`config.mk`:
```
export PLATFORM = sky130hd
export DESIGN_NAME = sreg_port
export DESIGN_NICKNAME = d
export VERILOG_FILES = /design/src/rtl/sreg_port_pkg.sv /design/src/rtl/sreg_shift.sv /design/src/rtl/sreg_seq.sv /design/src/rtl/sreg_file.sv /design/src/rtl/sreg_port.sv
export SDC_FILE = /design/constraint.sdc
export NUM_CORES = 1
export LEC_CHECK = 0
export BUFFER_PORTS_ARGS = -buffer_cell sky130_fd_sc_hd__buf_4
export CAP_MARGIN = 20
export CORE_ASPECT_RATIO = 2
export CORE_MARGIN = 1.5
export CORE_UTILIZATION = 45
export DETAILED_ROUTE_END_ITERATION = 10
export PLACE_DENSITY = 0.71
export SYNTH_ARGS = -nofsm -noshare
export SYNTH_HDL_FRONTEND = slang
export SYNTH_SLANG_ARGS = --single-unit
export TNS_END_PERCENT = 1
```
`constraint.sdc`:
```
create_clock -name clk_i -period 3.3 [get_ports clk_i]
set_clock_uncertainty 0.05 [all_clocks]
set_input_delay 0.165 -clock clk_i [delete_from_list [all_inputs] [get_ports clk_i]]
set_output_delay 0.165 -clock clk_i [all_outputs]
set_load 0.02 [all_outputs]
```
`src/rtl/sreg_port_pkg.sv`:
```
package sreg_port_pkg;
  localparam int BYTE_W = 8;
  localparam int ADDR_W = 5;
  localparam int LEN_W  = 2;
  localparam int BIT_W  = $clog2(BYTE_W);

  typedef enum logic [1:0] {
    PH_INSTR = 2'd0,
    PH_DATA  = 2'd1,
    PH_DONE  = 2'd2
  } phase_e;

  typedef struct packed {
    logic              rd;
    logic [LEN_W-1:0]  len_m1;
    logic [ADDR_W-1:0] addr;
  } instr_t;

  typedef struct packed {
    logic four_wire;
    logic lsb_first;
  } cfg_t;
endpackage

```
`src/rtl/sreg_shift.sv`:
```
module sreg_shift
  import sreg_port_pkg::*;
(
  input  logic              clk_i,
  input  logic              rst_ni,
  input  logic              clr_i,
  input  logic              rise_i,
  input  logic              lsb_first_i,
  input  logic              bit_i,
  output logic [BYTE_W-1:0] byte_o,
  output logic              byte_done_o,
  output logic [BIT_W-1:0]  bit_cnt_o
);
  logic [BYTE_W-1:0] shift_q;
  logic [BIT_W-1:0]  cnt_q;

  always_comb begin
    if (lsb_first_i) byte_o = {bit_i, shift_q[BYTE_W-1:1]};
    else             byte_o = {shift_q[BYTE_W-2:0], bit_i};
  end

  assign byte_done_o = rise_i && (cnt_q == BIT_W'(BYTE_W-1));
  assign bit_cnt_o   = cnt_q;

  always_ff @(posedge clk_i or negedge rst_ni) begin
    if (!rst_ni) begin
      shift_q <= '0;
      cnt_q   <= '0;
    end else if (clr_i) begin
      shift_q <= '0;
      cnt_q   <= '0;
    end else if (rise_i) begin
      shift_q <= byte_o;
      cnt_q   <= cnt_q + 1'b1;
    end
  end

  AST_CLR_RESTARTS_BITS: assert property (@(posedge clk_i) disable iff (!rst_ni)
    clr_i |=> (cnt_q == '0));
endmodule

```
`src/rtl/sreg_seq.sv`:
```
module sreg_seq
  import sreg_port_pkg::*;
(
  input  logic              clk_i,
  input  logic              rst_ni,
  input  logic              clr_i,
  input  logic              byte_done_i,
  input  logic [BYTE_W-1:0] byte_i,
  input  logic              lsb_first_i,
  output phase_e            phase_o,
  output logic              rd_o,
  output logic [ADDR_W-1:0] addr_o,
  output logic              wr_en_o
);
  phase_e            phase_q;
  logic              rd_q;
  logic [LEN_W-1:0]  left_q;
  logic [ADDR_W-1:0] addr_q;
  instr_t            instr;

  assign instr   = instr_t'(byte_i);
  assign phase_o = phase_q;
  assign rd_o    = rd_q;
  assign addr_o  = addr_q;
  assign wr_en_o = byte_done_i && (phase_q == PH_DATA) && !rd_q;

  always_ff @(posedge clk_i or negedge rst_ni) begin
    if (!rst_ni) begin
      phase_q <= PH_INSTR;
      rd_q    <= 1'b0;
      left_q  <= '0;
      addr_q  <= '0;
    end else if (clr_i) begin
      phase_q <= PH_INSTR;
    end else if (byte_done_i) begin
      unique case (phase_q)
        PH_INSTR: begin
          rd_q    <= instr.rd;
          left_q  <= instr.len_m1;
          addr_q  <= instr.addr;
          phase_q <= PH_DATA;
        end
        PH_DATA: begin
          addr_q <= lsb_first_i ? addr_q + 1'b1 : addr_q - 1'b1;
          if (left_q == '0) phase_q <= PH_DONE;
          else              left_q  <= left_q - 1'b1;
        end
        default: phase_q <= PH_DONE;
      endcase
    end
  end

  AST_CLR_TO_INSTR: assert property (@(posedge clk_i) disable iff (!rst_ni)
    clr_i |=> (phase_q == PH_INSTR));
  AST_DONE_HOLDS: assert property (@(posedge clk_i) disable iff (!rst_ni)
    (phase_q == PH_DONE && !clr_i) |=> (phase_q == PH_DONE));
  AST_NO_BYTE_AFTER_DONE: assert property (@(posedge clk_i) disable iff (!rst_ni)
    (phase_q == PH_DONE) |-> !byte_done_i);
endmodule

```
`src/rtl/sreg_file.sv`:
```
module sreg_file
  import sreg_port_pkg::*;
#(
  parameter int NUM_REGS = 8
) (
  input  logic                       clk_i,
  input  logic                       rst_ni,
  input  logic                       wr_en_i,
  input  logic [ADDR_W-1:0]          addr_i,
  input  logic [BYTE_W-1:0]          wdata_i,
  output logic [BYTE_W-1:0]          rdata_o,
  output cfg_t                       cfg_o,
  output logic [NUM_REGS*BYTE_W-1:0] regs_o
);
  localparam int CFG_ADDR = 0;

  logic [BYTE_W-1:0] regs_q [NUM_REGS];

  for (genvar g = 0; g < NUM_REGS; g++) begin : g_reg
    always_ff @(posedge clk_i or negedge rst_ni) begin
      if (!rst_ni)                                   regs_q[g] <= '0;
      else if (wr_en_i && addr_i == ADDR_W'(g))      regs_q[g] <= wdata_i;
    end
    assign regs_o[g*BYTE_W +: BYTE_W] = regs_q[g];
  end

  always_comb begin
    rdata_o = '0;
    for (int i = 0; i < NUM_REGS; i++)
      if (addr_i == ADDR_W'(i)) rdata_o = regs_q[i];
  end

  assign cfg_o = cfg_t'(regs_q[CFG_ADDR][1:0]);

  AST_OOR_WRITE_IGNORED: assert property (@(posedge clk_i) disable iff (!rst_ni)
    (wr_en_i && int'(addr_i) >= NUM_REGS) |=> $stable(regs_o));
endmodule

```
`src/rtl/sreg_port.sv`:
```
module sreg_port
  import sreg_port_pkg::*;
#(
  parameter int NUM_REGS = 8
) (
  input  logic                       clk_i,
  input  logic                       rst_ni,
  input  logic                       csn_i,
  input  logic                       sclk_i,
  input  logic                       sdio_i,
  output logic                       sdio_o,
  output logic                       sdio_oe_o,
  output logic                       sdo_o,
  output logic [NUM_REGS*BYTE_W-1:0] regs_o
);
  logic              sclk_q, rise, fall, shift_rise;
  cfg_t              cfg_q, cfg_reg;
  logic              dout_q, drive_q;
  logic [BYTE_W-1:0] rx_byte, rdata;
  logic              byte_done, rd, wr_en;
  logic [BIT_W-1:0]  bit_cnt, rd_idx;
  logic [ADDR_W-1:0] addr;
  phase_e            phase;

  assign rise       = !csn_i && sclk_i && !sclk_q;
  assign fall       = !csn_i && !sclk_i && sclk_q;
  assign shift_rise = rise && (phase != PH_DONE);
  assign rd_idx     = cfg_q.lsb_first ? bit_cnt : BIT_W'(BYTE_W-1) - bit_cnt;

  sreg_shift i_shift (
    .clk_i       (clk_i),
    .rst_ni      (rst_ni),
    .clr_i       (csn_i),
    .rise_i      (shift_rise),
    .lsb_first_i (cfg_q.lsb_first),
    .bit_i       (sdio_i),
    .byte_o      (rx_byte),
    .byte_done_o (byte_done),
    .bit_cnt_o   (bit_cnt)
  );

  sreg_seq i_seq (
    .clk_i       (clk_i),
    .rst_ni      (rst_ni),
    .clr_i       (csn_i),
    .byte_done_i (byte_done),
    .byte_i      (rx_byte),
    .lsb_first_i (cfg_q.lsb_first),
    .phase_o     (phase),
    .rd_o        (rd),
    .addr_o      (addr),
    .wr_en_o     (wr_en)
  );

  sreg_file #(.NUM_REGS(NUM_REGS)) i_file (
    .clk_i   (clk_i),
    .rst_ni  (rst_ni),
    .wr_en_i (wr_en),
    .addr_i  (addr),
    .wdata_i (rx_byte),
    .rdata_o (rdata),
    .cfg_o   (cfg_reg),
    .regs_o  (regs_o)
  );

  // settings only move while the port is deselected
  always_ff @(posedge clk_i or negedge rst_ni) begin
    if (!rst_ni) begin
      sclk_q  <= 1'b0;
      cfg_q   <= '0;
      dout_q  <= 1'b0;
      drive_q <= 1'b0;
    end else begin
      sclk_q <= sclk_i;
      if (csn_i) begin
        cfg_q   <= cfg_reg;
        drive_q <= 1'b0;
      end else if (fall) begin
        drive_q <= (phase == PH_DATA) && rd;
        if ((phase == PH_DATA) && rd) dout_q <= rdata[rd_idx];
      end
    end
  end

  assign sdio_o    = dout_q;
  assign sdio_oe_o = drive_q && !cfg_q.four_wire;
  assign sdo_o     = drive_q && cfg_q.four_wire && dout_q;

  AST_OE_ONLY_IN_READ: assert property (@(posedge clk_i) disable iff (!rst_ni)
    sdio_oe_o |-> (rd && phase != PH_INSTR));
  AST_SDO_QUIET_3W: assert property (@(posedge clk_i) disable iff (!rst_ni)
    !cfg_q.four_wire |-> !sdo_o);
  AST_NO_OE_4W: assert property (@(posedge clk_i) disable iff (!rst_ni)
    cfg_q.four_wire |-> !sdio_oe_o);
  AST_CFG_FROZEN: assert property (@(posedge clk_i) disable iff (!rst_ni)
    (!csn_i && !$past(csn_i)) |-> $stable(cfg_q));
endmodule

```
==> out/metrics.cfg <==
[worst_setup_path]
crit_path_start_kind = flip-flop
crit_chain = inv_1, ha_1, mux2i_1, nor3_1, nor4_1, a2111oi_0, o221ai_1, a22o_1
path_max_fanout = 12
required_ns = 3.49
worstPathArrival_ns = 3.04
cpPeakStageDelay_ns = 0.52
path_class = flip-flop to flip-flop
endpoint_kind = flip-flop
startpoint = i_seq.addr_o[1]
r2r-start = i_seq.addr_o[1]
critPathBufInv = 1
crit_family = compound AO/OA/AOI/OAI gates
cp_slowest_cell = a2111oi_0

[die]
start_util = 0.4593
rows = 52
die_h_um = 146.5
dieArea_mm2 = 0.01095
core_mm2 = 0.01008
io_pins = 72
die_w_um = 74.74

[finish]
post-route-util = 0.5643
n_fill_cell = 938
multiInputGateArea_mm2 = 0.002207
drive_gt1_frac = 0.2209
layout_common_cells = 95 x buf_4, 90 x dfrtp_1, 66 x nor2_1
antenna_cells = 0
regArea_mm2 = 0.002252
layout_commonest_cell = buf_4
syn_to_final_growth_pct = 22.85
nNetsFinal = 592

[logic_synthesis]
ys_seq_elements = 90
ys_async_sr_fraction = 1.000
synth.yosys.warnings = 0
syn_avg_cell_area_um2 = 9.264
synth_area_leaders = dfrtp_1 49%, nor2_1 5.3%, a21oi_1 5.3%
syn_area_mm2 = 0.004632
synth_top_cell_by_area = dfrtp_1
syn-num-nets = 513
synth_top_flop_cell = dfrtp_1
synth-edff-count = 0
yosysSeqAreaShare = 0.4862
synth.distinct_cells = 62
syn_inst = 500
yosysTopAreaCellShare = 0.4862

[clocking]
path_clk_slew_ns = 0.07
cts_root_buffer = clkbuf_16
tritoncts = built
clkSinkCount = 90
htreeDepth = 3
cts_resized = 0
cts_buffer_depth = 2
cts_inserted_buffers = 9
clock_latency_ns = 0.35

[timing]
layout_worst_path_cycle_share = 0.8642
hold_viol = 0
rsz0062_at_grt = no
min_period_ns = 2.852
drv_slew = 0
holdWs_ns = 0.1074
relSlewSlack = 0.3868
worstMarginPinSlew_ns = 0.9198
fmax_mhz = 350.6
tns_ns = 0
setup_viol = 0

[grt]
grt_max_degree = 37
grt_usage = 0.3177
grt_pass1_vias = 4267
antenna_found_initial = 0
grt_overflow = 0
grt_first_pass_wirelength_mm = 24.84

[pwr]
total_power_mw = 2.215
power.leakage_nw = 2.650
power_density_mw_per_mm2 = 389.2
ir_worst_vdd_uv = 252.8

[detailed_routing]
antenna_left = 0
viasPerCell = 5.978
num_vias = 4298
wl_per_cell_um = 22.75
drc = 0
drt_pre_antenna_iters = 5
drtIter0Drc = 283
wl_mm = 16.36

[placed_design]
port_buffers = 71
dpl.hpwl_mm = 12.31
gp_congestion = 1.061

[job]
cap_violations = 0

[min_path]
hold_start = csn_i
min_path_type = input pin to flip-flop

[run_status]
outcome = finished clean

registers in the layout, summed over array words and instances, names as in the netlist:
signal / flops
cfg_q: 2
drive_q: 1
i_file.cfg_o: 2
i_file.regs_o: 62
i_seq.addr_o: 5
i_seq.left_q: 2
i_seq.phase_o: 2
i_seq.rd_o: 1
i_shift.bit_cnt_o: 3
i_shift.shift_q: 8
sclk_q: 1
sdio_o: 1
area by class of cell:
| type | count | area share |
|---|---|---|
| flip-flops and latches | 90 | 0.3958 |
| multi-input cells | 368 | 0.3879 |
| repair buffers | 97 | 0.1288 |
| clock buffers | 10 | 0.04200 |
| well taps | 135 | 0.02968 |
| inverters | 13 | 0.008575 |
| clock inverters | 6 | 0.007256 |
kinds of logic (layout without fill, tap and decap cells):
group,Yosys count,count (layout),share of synthesized area
xor+xnor,6,6,0.01135
fa+ha+maj,8,8,0.02161
flops,90,90,0.4862
simple gates,178,178,0.1869
compound gates,161,161,0.2220
buf+inv,42,126,0.03890
mux,15,15,0.03295
metrics by stage:
stage	worst slack (ns)	area, µm²	instances
after floorplan	0.9535	4632	500
after global placement	0.5532	5390	701
after detailed placement	0.4998	5390	701
after CTS	0.4982	5690	719
after global routing	0.2117	5690	719
final	0.4480	5690	719
what timing repair did:
action,CTS,global route
hold buffers,2,0
buffers inserted,0,0
hold endpoints to repair,29,0
routing by layer:
metal	up-vias	track usage	wire (µm)
li1	1970	-	-
met3	53	0.05935	699
met1	2114	0.3550	5871
met4	0	0.2045	1083
met2	161	0.5313	8706
met5	-	0	0
final timing paths:
check | end | slack (ns) | depth (start not counted)
max in group asynchronous | sclk_q | 2.12 | 3
min in group asynchronous | i_file.regs_o[3] | 0.25 | 2
max | sdio_o | 0.45 | 8
max reg2reg | sdio_o | 0.45 | 8
min reg2reg | i_seq.left_q[1] | 0.45 | 2
min | i_shift.shift_q[5] | 0.11 | 2
cell usage after synthesis (all sizes together) (2+ instances only):
master	count
dfrtp	90
nor2	70
nand2	58
a21oi	49
o21ai	46
clkbuf	16
buf	13
inv	13
mux2i	13
a211oi	10
ha	8
a21o	7
a22oi	5
nand2b	5
nand3	5
nor2b	5
nor3	5
nor3b	5
nor4	5
a32oi	4
o211ai	4
o221ai	4
or3	4
a2111oi	3
a211o	3
a221oi	3
o2111ai	3
o22ai	3
or4b	3
xnor2	3
xor2	3
a22o	2
a31oi	2
a41oi	2
and3	2
and4bb	2
mux2	2
nand3b	2
nor4b	2
o2bb2ai	2
report_power, final:
part / switching [mW] / total (mW) / internal [mW]
clock: 0.449 / 0.980 / 0.531
sequential: 0.00741 / 1.12 / 1.11
combinational: 0.0818 / 0.116 / 0.0343
Note: power is estimated with default switching activity, not from simulation.
